[src/rtl/b3hd_pkg.sv]
package b3hd_pkg;

    // One received line symbol, classified from the two rails
    typedef enum logic [1:0] {
        SYM_ZERO = 2'd0,
        SYM_POS  = 2'd1,
        SYM_NEG  = 2'd2,
        SYM_BOTH = 2'd3
    } sym_e;

    function automatic sym_e classify(input logic p, input logic n);
        sym_e s;
        case ({n, p})
            2'b01:   s = SYM_POS;
            2'b10:   s = SYM_NEG;
            2'b11:   s = SYM_BOTH;
            default: s = SYM_ZERO;
        endcase
        return s;
    endfunction

    function automatic logic is_mark(input sym_e s);
        return (s == SYM_POS) || (s == SYM_NEG);
    endfunction

endpackage

[src/rtl/b3hd_polarity.sv]
// Remembers the polarity of the last single-rail mark and reports when the
// current mark repeats it (a bipolar violation).
module b3hd_polarity
    import b3hd_pkg::*;
(
    input  logic clk,
    input  logic rst_n,
    input  logic en_i,
    input  sym_e sym_i,
    output logic same_pol_o
);

    typedef struct packed {
        logic seen;
        logic last_neg;
    } pol_t;

    pol_t pol_d, pol_q;

    always_comb begin
        pol_d      = pol_q;
        same_pol_o = pol_q.seen &&
                     (((sym_i == SYM_POS) && !pol_q.last_neg) ||
                      ((sym_i == SYM_NEG) &&  pol_q.last_neg));
        if (is_mark(sym_i)) begin
            pol_d.seen     = 1'b1;
            pol_d.last_neg = (sym_i == SYM_NEG);
        end
        if (!en_i) begin
            pol_d      = '0;
            same_pol_o = 1'b0;
        end
    end

    always_ff @(posedge clk or negedge rst_n) begin
        if (!rst_n) pol_q <= '0;
        else        pol_q <= pol_d;
    end

endmodule

[src/rtl/b3hd_zero_run.sv]
// Counts consecutive zero symbols and fires once when a run reaches thr_i.
module b3hd_zero_run #(
    parameter int CNT_W = 3
) (
    input  logic             clk,
    input  logic             rst_n,
    input  logic             en_i,
    input  logic             zero_i,
    input  logic [CNT_W-1:0] thr_i,
    output logic             hit_o
);

    logic [CNT_W-1:0] cnt_d, cnt_q;

    always_comb begin
        hit_o = en_i && zero_i && (cnt_q == thr_i - CNT_W'(1));
        if (!en_i || !zero_i)  cnt_d = '0;
        else if (cnt_q >= thr_i) cnt_d = cnt_q;
        else                     cnt_d = cnt_q + CNT_W'(1);
    end

    always_ff @(posedge clk or negedge rst_n) begin
        if (!rst_n) cnt_q <= '0;
        else        cnt_q <= cnt_d;
    end

endmodule

[src/rtl/b3hd_decoder.sv]
// B3ZS / HDB3 bipolar line decoder with violation and zero-run flagging.
module b3hd_decoder
    import b3hd_pkg::*;
#(
    parameter int B3_SPAN = 3,   // zero substitution length, B3ZS
    parameter int HD_SPAN = 4    // zero substitution length, HDB3
) (
    input  logic clk,
    input  logic rst_n,
    input  logic pos_i,
    input  logic neg_i,
    input  logic mode_i,
    input  logic single_rail_i,
    output logic data_o,
    output logic lcv_o
);

    localparam int DL_W   = HD_SPAN - 1;          // decoded bits held back
    localparam int HIST_W = HD_SPAN - 2;          // raw marks looked back at
    localparam int CNT_W  = $clog2(HD_SPAN + 1);

    typedef struct packed {
        logic [DL_W-1:0]   dl;     // decoded bits awaiting release
        logic [HIST_W-1:0] hist;   // raw nonzero flags of past symbols
        logic              out;
        logic              lcv;
    } dec_t;

    dec_t             st_d, st_q;
    sym_e             sym;
    logic             dec_en;
    logic             same_pol;
    logic             run_hit;
    logic [CNT_W-1:0] span;

    always_comb begin
        sym    = classify(pos_i, neg_i);
        dec_en = !single_rail_i;
        span   = mode_i ? CNT_W'(HD_SPAN) : CNT_W'(B3_SPAN);
    end

    b3hd_polarity u_pol (
        .clk        (clk),
        .rst_n      (rst_n),
        .en_i       (dec_en),
        .sym_i      (sym),
        .same_pol_o (same_pol)
    );

    b3hd_zero_run #(.CNT_W(CNT_W)) u_zrun (
        .clk    (clk),
        .rst_n  (rst_n),
        .en_i   (dec_en),
        .zero_i (sym == SYM_ZERO),
        .thr_i  (span),
        .hit_o  (run_hit)
    );

    int   tap;
    logic room_ok;
    logic legal;

    always_comb begin
        st_d    = st_q;
        tap     = int'(span) - 2;

        // a legal code needs zeros in the span-2 symbols just before V
        room_ok = 1'b1;
        for (int j = 0; j < HIST_W; j++) begin
            if (j < tap && st_q.hist[j]) room_ok = 1'b0;
        end
        legal = same_pol && room_ok;

        for (int j = HIST_W - 1; j > 0; j--) st_d.hist[j] = st_q.hist[j-1];
        st_d.hist[0] = (sym != SYM_ZERO);

        for (int j = DL_W - 1; j > 0; j--) st_d.dl[j] = st_q.dl[j-1];
        st_d.dl[0] = is_mark(sym) && !legal;

        st_d.out = st_q.dl[tap] && !legal;
        if (legal) begin
            for (int j = 0; j < DL_W; j++) begin
                if (j <= tap) st_d.dl[j] = 1'b0;
            end
        end

        st_d.lcv = (sym == SYM_BOTH) || (same_pol && !room_ok) || run_hit;

        if (!dec_en) begin
            st_d     = '0;
            st_d.out = pos_i;
        end
    end

    always_ff @(posedge clk or negedge rst_n) begin
        if (!rst_n) st_q <= '0;
        else        st_q <= st_d;
    end

    assign data_o = st_q.out;
    assign lcv_o  = st_q.lcv;

endmodule

[config.mk]
export PLATFORM = sky130hd
export DESIGN_NAME = b3hd_decoder
export DESIGN_NICKNAME = d
export VERILOG_FILES = /design/src/rtl/b3hd_pkg.sv /design/src/rtl/b3hd_polarity.sv /design/src/rtl/b3hd_zero_run.sv /design/src/rtl/b3hd_decoder.sv
export SDC_FILE = /design/constraint.sdc
export NUM_CORES = 1
export LEC_CHECK = 0
export BUFFER_PORTS_ARGS = -buffer_cell sky130_fd_sc_hd__buf_2
export CAP_MARGIN = 20
export CORE_AREA = 4 4 41 43
export DETAILED_ROUTE_END_ITERATION = 10
export DIE_AREA = 0 0 45 47
export PLACE_DENSITY = 0.67
export SLEW_MARGIN = 20
export SYNTH_ARGS = -nofsm -noshare
export SYNTH_HDL_FRONTEND = slang
export SYNTH_SLANG_ARGS = --single-unit
[constraint.sdc]
create_clock -name clk -period 3.5 [get_ports clk]
set_clock_uncertainty 0.15 [all_clocks]
set_input_delay 0.175 -clock clk [delete_from_list [all_inputs] [get_ports clk]]
set_output_delay 0.175 -clock clk [all_outputs]
set_load 0.05 [all_outputs]
After elaboration in Yosys (flattened, before gate mapping)
Cells that the tools add are included.

Bits of input ports: 6. Register bits: 12. Logic and storage cells: 66.

$add $sub $neg: 3. Reductions and logical operators: 24. Magnitude comparators: 7. Multiplexer cells: 17. Eq/ne operators: 8.

Operators by type and width (count): 2-to-1 mux 3 bit (4); logical AND 1 bit (11); equality test 2 bit, second input constant (4); 2-to-1 mux 1 bit (8); 2-to-1 mux 7 bit (1); case mux 2 bit (3 select lines) (1); zero test 1 bit (5); logical OR 1 bit (5); equality test 2 x 1 -> 1 bit, second input constant (2); less-or-equal comparator 1 x 4 -> 1 bit, first input constant (1); less-or-equal comparator 2 x 4 -> 1 bit, first input constant (1); less-or-equal comparator 3 x 4 -> 1 bit, first input constant (1); less-than comparator 1 x 4 -> 1 bit, first input constant (1); less-than comparator 2 x 4 -> 1 bit, first input constant (1); less-than comparator 4 bit, second input constant (1); 2-to-1 mux 2 bit (2); nonzero test 2 bit (2); subtractor 3 x 2 -> 4 bit, second input constant (1); adder 3 x 1 -> 3 bit, second input constant (1); equality test 3 bit (1); greater-or-equal comparator 3 bit (1); subtractor 3 x 1 -> 3 bit, second input constant (1); binary-select mux 1 bit (select 2 bit) (1); zero test 2 bit (1); inequality test 2 x 1 -> 1 bit, second input constant (1).

Longest topological paths before layout
Gate-level depths: netlist of run 1.

Depth after elaboration: 13. Depth in mapped cells: 6. Depth with buffers taken out: 6.

Modules after synthesis
A second synthesis of run 1 with hierarchy kept.

Cell total of the unflattened synthesis: 75. Area total of the unflattened synthesis: 750.7 µm².

Modules (own cells, without submodules): b3hd_decoder (seq. area each 175.2 µm², area each 364.1 µm², times used 1, cells an instance 34); b3hd_zero_run (seq. area each 75.1 µm², area each 259.0 µm², times used 1, cells an instance 28); b3hd_polarity (seq. area each 50.0 µm², area each 127.6 µm², times used 1, cells an instance 13).

Worst setup path after synthesis of run 1
OpenSTA, ideal clock, no wires.

Kind: reg2reg. From: register u_zrun.cnt_q[2]. To: register u_zrun.cnt_q[1]. Library setup time: 0.119 ns. Data required time: 3.231 ns. Path slack: 2.063 ns. Buffers on the path: 0. Clock period less this slack: 1.437 ns. Cell stages (with the launch flop): 6. Arrival time: 1.169 ns. Path through: dfrtp_1 > ha_1 > nand2_1 > o21ai_1 > mux2i_1 > nor2_1.

Longest elaborated chain between the ends: 2.

Ends and longest elaborated chain: start: declaration (RTL line b3hd_zero_run.sv:13) `logic [CNT_W-1:0] cnt_d, cnt_q;`; start signal: assignment (RTL line b3hd_zero_run.sv:24) `else cnt_q <= cnt_d;`; greater-or-equal comparator 3 bit (RTL line b3hd_zero_run.sv:18) `else if (cnt_q >= thr_i) cnt_d = cnt_q;`; inequality test 2 x 1 -> 1 bit (no source line).

Every way passes these cells. A chain may end at the register's enable or synchronous reset.

Worst setup path in the final report of run 1
From: input mode_i. To: register u_zrun.cnt_q[1].

Longest elaborated chain between the ends: 3.

Ends and longest elaborated chain: start: declaration (RTL line b3hd_decoder.sv:12) `input logic mode_i,`; 2-to-1 mux 3 bit (RTL line b3hd_decoder.sv:39) `span = mode_i ? CNT_W'(HD_SPAN) : CNT_W'(B3_SPAN);`; greater-or-equal comparator 3 bit (RTL line b3hd_zero_run.sv:18); inequality test 2 x 1 -> 1 bit (no source line).

Every way passes these cells.

==> impl_metrics.json, run 1 <==
{
  "status": "finished clean",
  "port_buffers": 7,
  "synth_top_family_by_area": "simple AND/OR/NAND/NOR gates",
  "yosysUniqueCellTypes": 21,
  "cts_setup_buffers": 0,
  "drt_first_pass_iters": 3,
  "synth_fa_ha_area_frac": 0.151,
  "hold_violations": 0,
  "synthCells": 57,
  "critPathKind": "input port to flip-flop",
  "syn_to_final_growth_pct": 14.9,
  "netlist_area_um2": 663,
  "ys_warn_count": 0,
  "grt_pass1_vias": 447,
  "routed_wl_um": 1020,
  "clock.fmax_mhz": 569,
  "die_x_um": 45,
  "core_area_um2": 1300,
  "placementRows": 13,
  "path_max_fanout": 5,
  "antenna_found_initial": 0,
  "ir_drop_mv": 0.211,
  "regArea_um2": 300,
  "overflow": 0,
  "crit_required_ns": 3.52,
  "avgSynthCellArea_um2": 11.6,
  "drt_iter0_markers": 4,
  "fin_crit_ns": 1.76,
  "syn_nets": 71,
  "wl_per_cell_um": 12.1,
  "maxSlewViolCount": 0,
  "cts_buffers": 3,
  "instances_no_fill": 84,
  "synthMuxAreaShare": 0.0604,
  "slew_headroom": 0.773,
  "total_power_mw": 0.302,
  "place_ws_ns": 1.97,
  "synth_ff_type": "dfrtp_1",
  "drc": 0,
  "synth_compound_area_frac": 0.0774,
  "dp.cells": 78,
  "antenna_left": 0,
  "placed_cell_area_um2": 706,
  "yosysTopAreaCellShare": 0.453,
  "grtUsageTotal": 0.126,
  "synth-seq-area-share": 0.453,
  "worstSkewPairLatency_ns": 0.27,
  "min_period_over_period": 0.503,
  "setup_viol": 0,
  "fill_cells": 115,
  "numClockSinks": 12,
  "multiInputGateArea_um2": 337,
  "nets": 84,
  "antennaDiodeCount": 0,
  "synthSimpleGateAreaFrac": 0.192,
  "grt_pass1_wl_um": 1800,
  "layout-drive-gt1-share": 0.232,
  "vias": 431,
  "crit_path_end_kind": "flip-flop",
  "yosysMostFrequentCell": "dfrtp_1",
  "clock_path_buffers": 2,
  "synth.area.top_cells": "dfrtp_1, ha_1, mux2i_1",
  "die_area_um2": 2120,
  "synth_xor_area_frac": 0.0264,
  "hold_class": "input port to flip-flop",
  "vias_per_cell": 5.13,
  "tightest_slew_ns": 0.331,
  "rsz0062_at_grt": "false",
  "ys_ff_latch": 12,
  "gp_congestion": 0.669,
  "cts-root-buf": "clkbuf_4",
  "synth_edf_count": 0,
  "critPathArrivalTime_ns": 1.78,
  "clkTransAtPathRegs_ns": 0.08,
  "maxCapViolations": 0,
  "die_height_um": 47,
  "final_core_util": 0.586,
  "grt_max_degree": 14,
  "cts_tree": "built",
  "finish.instance_area_um2": 762,
  "start_kind": "input port",
  "initial_core_util": 0.510,
  "async_flop_share": 1.00,
  "cts.hold.buffers_added": 2,
  "synth.largest_area_cell": "dfrtp_1",
  "power_per_cell_area_nw_per_um2": 397,
  "synth_common_cells": "dfrtp_1, ha_1, nor2_1",
  "p_leak_nw": 0.383,
  "setup_ws_ns": 1.74,
  "dp_hpwl_um": 770,
  "ios": 8,
  "cts_resized": 0,
  "fin_setup_tns_ns": 0,
  "hold_slack_ns": 0.0244,
  "htreeDepth": 1
}
## routing by layer
layer / global-route usage / routed length, µm / up-vias
met2: 0.189 / 396 / 11
met5: 0 / 0 / -
met3: 0.0345 / 52 / 5
met4: 0.105 / 31 / 0
li1: - / - / 217
met1: 0.149 / 538 / 198
## registers in the layout (all words and copies together), names as in the netlist
register and cells:
data_o 1, lcv_o 1, st_q 5, u_pol.pol_q 2
u_zrun.cnt_q 3
## cell usage in the layout, fill, tap and decap left out, types with 2 or more instances in the layout
cell type       n
nor3b_1         3
buf_2           7
nor2_1          8
nor2b_1         2
dlygate4sd3_1   2
a21oi_1         2
dfrtp_1        12
ha_1            8
nand2_1         2
clkbuf_4        3
mux2i_1         4
inv_1           4
## final timing paths
| check | from | cells past startpoint | end | slack [ns] |
|---|---|---|---|---|
| worst min-delay path | pos_i | 3 | data_o$_DFF_PN0_ | 0.02 |
| min in group asynchronous | rst_n | 2 | data_o$_DFF_PN0_ | 0.16 |
| worst min register to register | st_q[2]$_DFF_PN0_ | 1 | st_q[3]$_DFF_PN0_ | 0.36 |
| worst max register to register | u_zrun.cnt_q[2]$_DFFE_PN0P_ | 5 | u_zrun.cnt_q[1]$_DFFE_PN0P_ | 1.97 |
| worst max-delay path | mode_i | 8 | u_zrun.cnt_q[1]$_DFFE_PN0P_ | 1.74 |
| max in group asynchronous | rst_n | 2 | u_zrun.cnt_q[2]$_DFFE_PN0P_ | 2.82 |
## final cells by class
| cell class | instances | share of cell area |
|---|---|---|
| Inverter | 4 | 0.0197 |
| Clock buffer | 4 | 0.0476 |
| Multi-Input combinational cell | 40 | 0.442 |
| Tap cell | 15 | 0.0246 |
| Timing Repair Buffer | 9 | 0.0722 |
| Sequential cell | 12 | 0.394 |
## cells by family after synthesis
logic type | Yosys count
AND/OR/NAND/NOR | 19
flip-flops | 12
adder cells (fa/ha/maj) | 8
AO/OA/AOI/OAI | 7
buffers and inverters | 5
multiplexers | 4
XOR/XNOR | 2
## where the power goes
group          total, mW  leakage (nW)  internal, mW  switching, mW
Clock              0.111        0.0210        0.0633         0.0480
Sequential         0.148         0.159         0.145        0.00274
Combinational     0.0430         0.203        0.0179         0.0251
## critical path: stages
cell           delay [ns]
dlygate4sd3_1        0.52
buf_2                0.16
inv_1                0.07
ha_1                 0.29
nand2_1              0.07
o21ai_1              0.23
mux2i_1              0.21
nor2_1               0.05
No activity file was read; power rests on OpenSTA's default activity.
==> run 2, diff against run 1 <==
--- a/config.mk
+++ b/config.mk
@@ -5,12 +5,13 @@
 export SDC_FILE = /design/constraint.sdc
 export NUM_CORES = 1
 export LEC_CHECK = 0
+export ABC_AREA = 1
 export BUFFER_PORTS_ARGS = -buffer_cell sky130_fd_sc_hd__buf_2
 export CAP_MARGIN = 20
 export CORE_AREA = 4 4 41 43
 export DETAILED_ROUTE_END_ITERATION = 10
 export DIE_AREA = 0 0 45 47
-export PLACE_DENSITY = 0.67
+export PLACE_DENSITY = 0.68
 export SLEW_MARGIN = 20
 export SYNTH_ARGS = -nofsm -noshare
 export SYNTH_HDL_FRONTEND = slang
==> constraint.sdc (replaced) <==
create_clock -name clk -period 1.7 [get_ports clk]
set_clock_uncertainty 0.15 [all_clocks]
set_input_delay 0.085 -clock clk [delete_from_list [all_inputs] [get_ports clk]]
set_output_delay 0.085 -clock clk [all_outputs]
set_load 0.05 [all_outputs]
==> run 2 against run 1 <==
First-iteration DRC count rose to 2.5 times the previous value. Clock power is 99% higher. Global-route usage grew 1.6 points. Highest routed layer unchanged. Critical path type is now flip-flop to flip-flop.
==> impl_metrics.json, run 2 <==
{
  "synth_ff_type": "dfrtp_1",
  "hold_violations": 0,
  "clock_path_buffers": 2,
  "yosysUniqueCellTypes": 15,
  "antennaDiodeCount": 0,
  "netlist_area_um2": 672,
  "layout-drive-gt1-share": 0.172,
  "crit_required_ns": 1.71,
  "worstHoldStart": "mode_i",
  "reg_top3": "st_q (5), u_zrun.cnt_q (3), u_pol.pol_q (2)",
  "layout_common_cells": "inv_1, nand2_1, dfrtp_1",
  "r2r-start": "u_zrun.cnt_q[2]$_DFFE_PN0P_",
  "setup_viol": 0,
  "routed_wl_um": 1180,
  "grtUsageTotal": 0.142,
  "total_power_mw": 0.618,
  "synthCells": 79,
  "die_x_um": 45,
  "synth_edf_count": 0,
  "place_ws_ns": 0.123,
  "yosysMostFrequentCell": "inv_1",
  "clock.fmax_mhz": 628,
  "synth.area.top_cells": "dfrtp_1, ha_1, inv_1",
  "fin_crit_ns": 1.59,
  "antenna_left": 0,
  "nets": 108,
  "setup_ws_ns": 0.106,
  "grt_pass1_wl_um": 2060,
  "finish.instance_area_um2": 791,
  "synth_common_cells": "inv_1, dfrtp_1, nand2_1",
  "p_comb_frac": 0.148,
  "vias_per_cell": 4.96,
  "rrSetupSlack_ns": 0.11,
  "switchingPower_mw": 0.156,
  "maxSlewViolCount": 0,
  "final_common_cell": "inv_1",
  "htreeDepth": 1,
  "rsz0062_at_grt": "false",
  "synth.largest_area_cell": "dfrtp_1",
  "cts_resized": 0,
  "holdPathEnd": "st_q[6]$_DFF_PN0_",
  "p_clk_frac": 0.357,
  "port_buffers": 7,
  "cts.hold.buffers_added": 4,
  "p_leak_nw": 0.450,
  "synth-seq-area-share": 0.447,
  "path_max_fanout": 4,
  "clkTransAtPathRegs_ns": 0.07,
  "grt_max_degree": 13,
  "critPathKind": "flip-flop to flip-flop",
  "min_period_over_period": 0.937,
  "ys_warn_count": 0,
  "die_height_um": 47,
  "holdPathStages": 4,
  "core_area_um2": 1300,
  "drc": 0,
  "start_kind": "flip-flop",
  "status": "finished clean",
  "yosysTopAreaCellShare": 0.447,
  "ir_drop_mv": 0.419,
  "worstSkewPairLatency_ns": 0.27,
  "syn_to_final_growth_pct": 17.7,
  "p_int_mw": 0.462,
  "critPathArrivalTime_ns": 1.61,
  "largest_register_ffs": 5,
  "pwr-share-seq": 0.495,
  "die_area_um2": 2120,
  "maxCapViolations": 0,
  "reg2regPathDepth": 5,
  "placed_cell_area_um2": 714,
  "antenna_found_initial": 0,
  "tightest_slew_ns": 0.339,
  "slew_headroom": 0.774,
  "cts_setup_buffers": 0,
  "overflow": 0,
  "drt_iter0_markers": 10,
  "hold_class": "input port to flip-flop",
  "initial_core_util": 0.516,
  "grt_pass1_vias": 537,
  "vias": 536,
  "hold_slack_ns": 0.0136,
  "gp_congestion": 0.861,
  "ios": 8,
  "async_flop_share": 1.00,
  "timing.rr.end": "u_zrun.cnt_q[1]$_DFFE_PN0P_",
  "placementRows": 13,
  "cts_buffers": 3,
  "swShare": 0.252,
  "numClockSinks": 12,
  "ys_ff_latch": 12,
  "syn_nets": 93,
  "fin_setup_tns_ns": 0,
  "cts_tree": "built",
  "drt_first_pass_iters": 4,
  "crit_path_end_kind": "flip-flop",
  "largest-register": "st_q",
  "avgSynthCellArea_um2": 8.50,
  "power_per_cell_area_nw_per_um2": 782,
  "cts-root-buf": "clkbuf_4",
  "wl_per_cell_um": 10.9,
  "dp_hpwl_um": 948
}
[run 2: cell count changes after synthesis, sizes merged, moves of 3 or more]
| cell | change |
|---|---|
| a21oi | +3 |
| inv | +12 |
| mux2i | -4 |
| nand2 | +11 |
| nand3 | +8 |
| nand4 | +4 |
| nor3b | -3 |
[run 2: kinds of logic (layout without fill, tap and decap cells)]
group,after synthesis,in the layout,share of synthesized area
and+or+nand+nor,34,34,0.227
AOI/OAI and AO/OA,7,7,0.0577
adders and majority gates,8,8,0.149
buffers and inverters,17,31,0.106
DFF,12,12,0.447
xor gates and xnor gates,1,1,0.0130
[run 2: critical path: stages, from the launching register on]
cell	delay (ns)
dfrtp_1	0.42
ha_1	0.31
a21oi_1	0.30
nand2_1	0.15
nand3_1	0.10
nand2_1	0.05
[run 2: how the worst max path moves through the flow]
stage                     depth (start not counted)  slack, ns                          end                   startpoint
final                                             5       0.11  u_zrun.cnt_q[1]$_DFFE_PN0P_  u_zrun.cnt_q[2]$_DFFE_PN0P_
after global routing                              5       0.05  u_zrun.cnt_q[2]$_DFFE_PN0P_  u_zrun.cnt_q[2]$_DFFE_PN0P_
after CTS                                         5       0.11  u_zrun.cnt_q[2]$_DFFE_PN0P_  u_zrun.cnt_q[2]$_DFFE_PN0P_
after detailed placement                          5       0.12  u_zrun.cnt_q[1]$_DFFE_PN0P_  u_zrun.cnt_q[2]$_DFFE_PN0P_
after global placement                            5       0.24  u_zrun.cnt_q[2]$_DFFE_PN0P_  u_zrun.cnt_q[2]$_DFFE_PN0P_
after floorplan                                   5       0.30  u_zrun.cnt_q[2]$_DFFE_PN0P_  u_zrun.cnt_q[2]$_DFFE_PN0P_
[run 2: through the flow]
stage                     utilization  std cells
after detailed placement        0.549        100
after global routing            0.608        108
after floorplan                     -         79
after CTS                       0.608        108
final                           0.608        108
after global placement          0.549        100
[run 2: power by group through the flow]
stage	logic, mW	registers (mW)	clock network (mW)
after global routing	0.106	0.307	0.242
after global placement	0.0843	0.311	0
final	0.0917	0.306	0.221
after floorplan	0.0502	0.321	0
after CTS	0.0939	0.306	0.229
after detailed placement	0.0866	0.312	0
[run 2: layer usage]
layer,wire length (µm),GRT usage
met5,0,0
met4,37,0.0877
met3,52,0.0345
met2,602,0.260
met1,487,0.145
[run 2: area by class of cell]
cell class	instances	area (µm²)
Inverter	16	60.1
Fill cell	126	510
Clock buffer	4	36.3
Multi-Input combinational cell	50	300
Timing Repair Buffer	11	75.1
Sequential cell	12	300
Tap cell	15	18.8
==> run 3, diff against run 2 <==
--- a/config.mk
+++ b/config.mk
@@ -5,13 +5,12 @@
 export SDC_FILE = /design/constraint.sdc
 export NUM_CORES = 1
 export LEC_CHECK = 0
-export ABC_AREA = 1
 export BUFFER_PORTS_ARGS = -buffer_cell sky130_fd_sc_hd__buf_2
 export CAP_MARGIN = 20
 export CORE_AREA = 4 4 41 43
 export DETAILED_ROUTE_END_ITERATION = 10
 export DIE_AREA = 0 0 45 47
-export PLACE_DENSITY = 0.68
+export PLACE_DENSITY = 0.67
 export SLEW_MARGIN = 20
 export SYNTH_ARGS = -nofsm -noshare
 export SYNTH_HDL_FRONTEND = slang
==> run 3 against run 2 <==
Worst hold slack hardly changed. Maximum frequency is 1.0% lower. Design area is 1.3% lower. Count of clock-buffer cells in the layout stayed put. Flip-flop and latch count stayed put. Die area stayed put. Critical path type is now input port to flip-flop.
==> impl_metrics.json, run 3 (synthesis results as in run 1) <==
{
  "gp_congestion": 0.629,
  "core_area_um2": 1300,
  "final_common_cell": "dfrtp_1",
  "critPathArrivalTime_ns": 1.60,
  "ios": 8,
  "p_leak_nw": 0.388,
  "layout_common_cells": "dfrtp_1, nor2_1, ha_1",
  "path_max_fanout": 4,
  "wl_per_cell_um": 12.7,
  "drt_iter0_markers": 4,
  "reg_top3": "st_q (5), u_zrun.cnt_q (3), u_pol.pol_q (2)",
  "maxSlewViolCount": 0,
  "cpPeakStageDelay_ns": 0.54,
  "die_height_um": 47,
  "tightest_slew_ns": 0.328,
  "placementRows": 13,
  "ir_drop_mv": 0.462,
  "vias": 438,
  "drt_first_pass_iters": 2,
  "grt_max_degree": 14,
  "total_power_mw": 0.624,
  "antenna_found_initial": 0,
  "crit_slowest_cell": "dlygate4sd3_1",
  "cts_tree": "built",
  "rsz0062_at_grt": "false",
  "largest_register_ffs": 5,
  "fin_crit_ns": 1.61,
  "vias_per_cell": 5.15,
  "drc": 0,
  "grt_pass1_wl_um": 2010,
  "numClockSinks": 12,
  "crit_chain": "dlygate4sd3_1 > buf_4 > inv_1 > ha_2 > mux2i_2 > nor4b_4 > a21oi_1",
  "grt_pass1_vias": 480,
  "antenna_left": 0,
  "worstSkewPairLatency_ns": 0.27,
  "fin_setup_tns_ns": 0,
  "die_x_um": 45,
  "crit_path_end_kind": "flip-flop",
  "overflow": 0,
  "routed_wl_um": 1080,
  "setup_viol": 0,
  "critPathKind": "input port to flip-flop",
  "final_core_util": 0.600,
  "hold_violations": 0,
  "clkTransAtPathRegs_ns": 0.08,
  "clock.fmax_mhz": 621,
  "slew_headroom": 0.780,
  "initial_core_util": 0.510,
  "nets": 85,
  "place_ws_ns": 0.168,
  "cts-root-buf": "clkbuf_4",
  "hold_slack_ns": 0.0133,
  "dp_hpwl_um": 814,
  "syn_to_final_growth_pct": 17.7,
  "largest-register": "st_q",
  "crit_required_ns": 1.69,
  "die_area_um2": 2120,
  "cts_buffers": 3,
  "power_per_cell_area_nw_per_um2": 799,
  "hold_class": "input port to flip-flop",
  "port_buffers": 7,
  "htreeDepth": 1,
  "antennaDiodeCount": 0,
  "clock_path_buffers": 2,
  "min_period_over_period": 0.947,
  "setup_ws_ns": 0.0904,
  "start_kind": "input port",
  "grtUsageTotal": 0.131,
  "maxCapViolations": 0,
  "layout-drive-gt1-share": 0.257,
  "status": "finished clean"
}
-- run 3: changes by cell type in the layout (fill, tap and decap cells not counted), moves of 2 or more --
cell,change
nand3_1,-8
inv_2,-2
nor2b_1,+2
mux2i_1,+3
inv_1,-10
nor3b_1,+3
a21oi_1,-2
nand2_1,-10
o21ai_0,-2
nand4_1,-4
-- run 3: where the power goes --
group          switching (mW)  internal [mW]  total (mW)
clock network          0.0948          0.130       0.225
logic                  0.0536         0.0406      0.0942
registers             0.00603          0.299       0.305
total                   0.155          0.470       0.624
-- run 3: critical path, delay by kind of cell --
kind / cells / cell delay, ns
compound gates: 1 / 0.11
buf+inv: 3 / 0.77
simple gates: 1 / 0.37
mux: 1 / 0.09
fa+ha+maj: 1 / 0.18
-- run 3: final cells by class --
| cell class | count | area [µm²] |
|---|---|---|
| fill | 124 | 520 |
| sequential | 12 | 300 |
| inverter | 4 | 15.0 |
| tap | 15 | 18.8 |
| clock buffer | 4 | 36.3 |
| multi-input combinational | 40 | 343 |
| timing repair buffer | 10 | 67.6 |
-- run 3: per-stage QoR --
stage | cell area (µm²) | instances
floorplan | 663 | 57
CTS | 772 | 85
finish | 781 | 85
global route | 781 | 85
global placement | 706 | 78
detailed placement | 706 | 78
-- run 3: path summary, 6_finish.rpt --
path                                        startpoint  cells after the start                     endpoint  slack, ns
hold reg to reg                      st_q[2]$_DFF_PN0_                      1            st_q[3]$_DFF_PN0_       0.35
setup / recovery                                 pos_i                      7            st_q[6]$_DFF_PN0_       0.09
hold / removal                           single_rail_i                      2            st_q[3]$_DFF_PN0_       0.01
setup reg to reg           u_zrun.cnt_q[2]$_DFFE_PN0P_                      5  u_zrun.cnt_q[0]$_DFFE_PN0P_       0.12
max in group asynchronous                        rst_n                      2   u_pol.pol_q[1]$_DFFE_PN0P_       1.12
min in group asynchronous                        rst_n                      2             data_o$_DFF_PN0_       0.06
-- run 3: per-layer routing --
metal	global-route usage	routed length, µm	up-vias
met2	0.220	523	8
met4	0.0351	0	0
li1	-	-	219
met1	0.166	508	211
met3	0.0345	51	0
met5	0	0	-
-- run 3: what timing repair did --
| item | 4_1_cts | 5_1_grt |
|---|---|---|
| hold endpoints to repair | 14 | 0 |
| hold buffers | 3 | 0 |
| resized for setup | 0 | 3 |
| setup buffers | 0 | 0 |
| endpoints found under the setup margin | 0 | 5 |
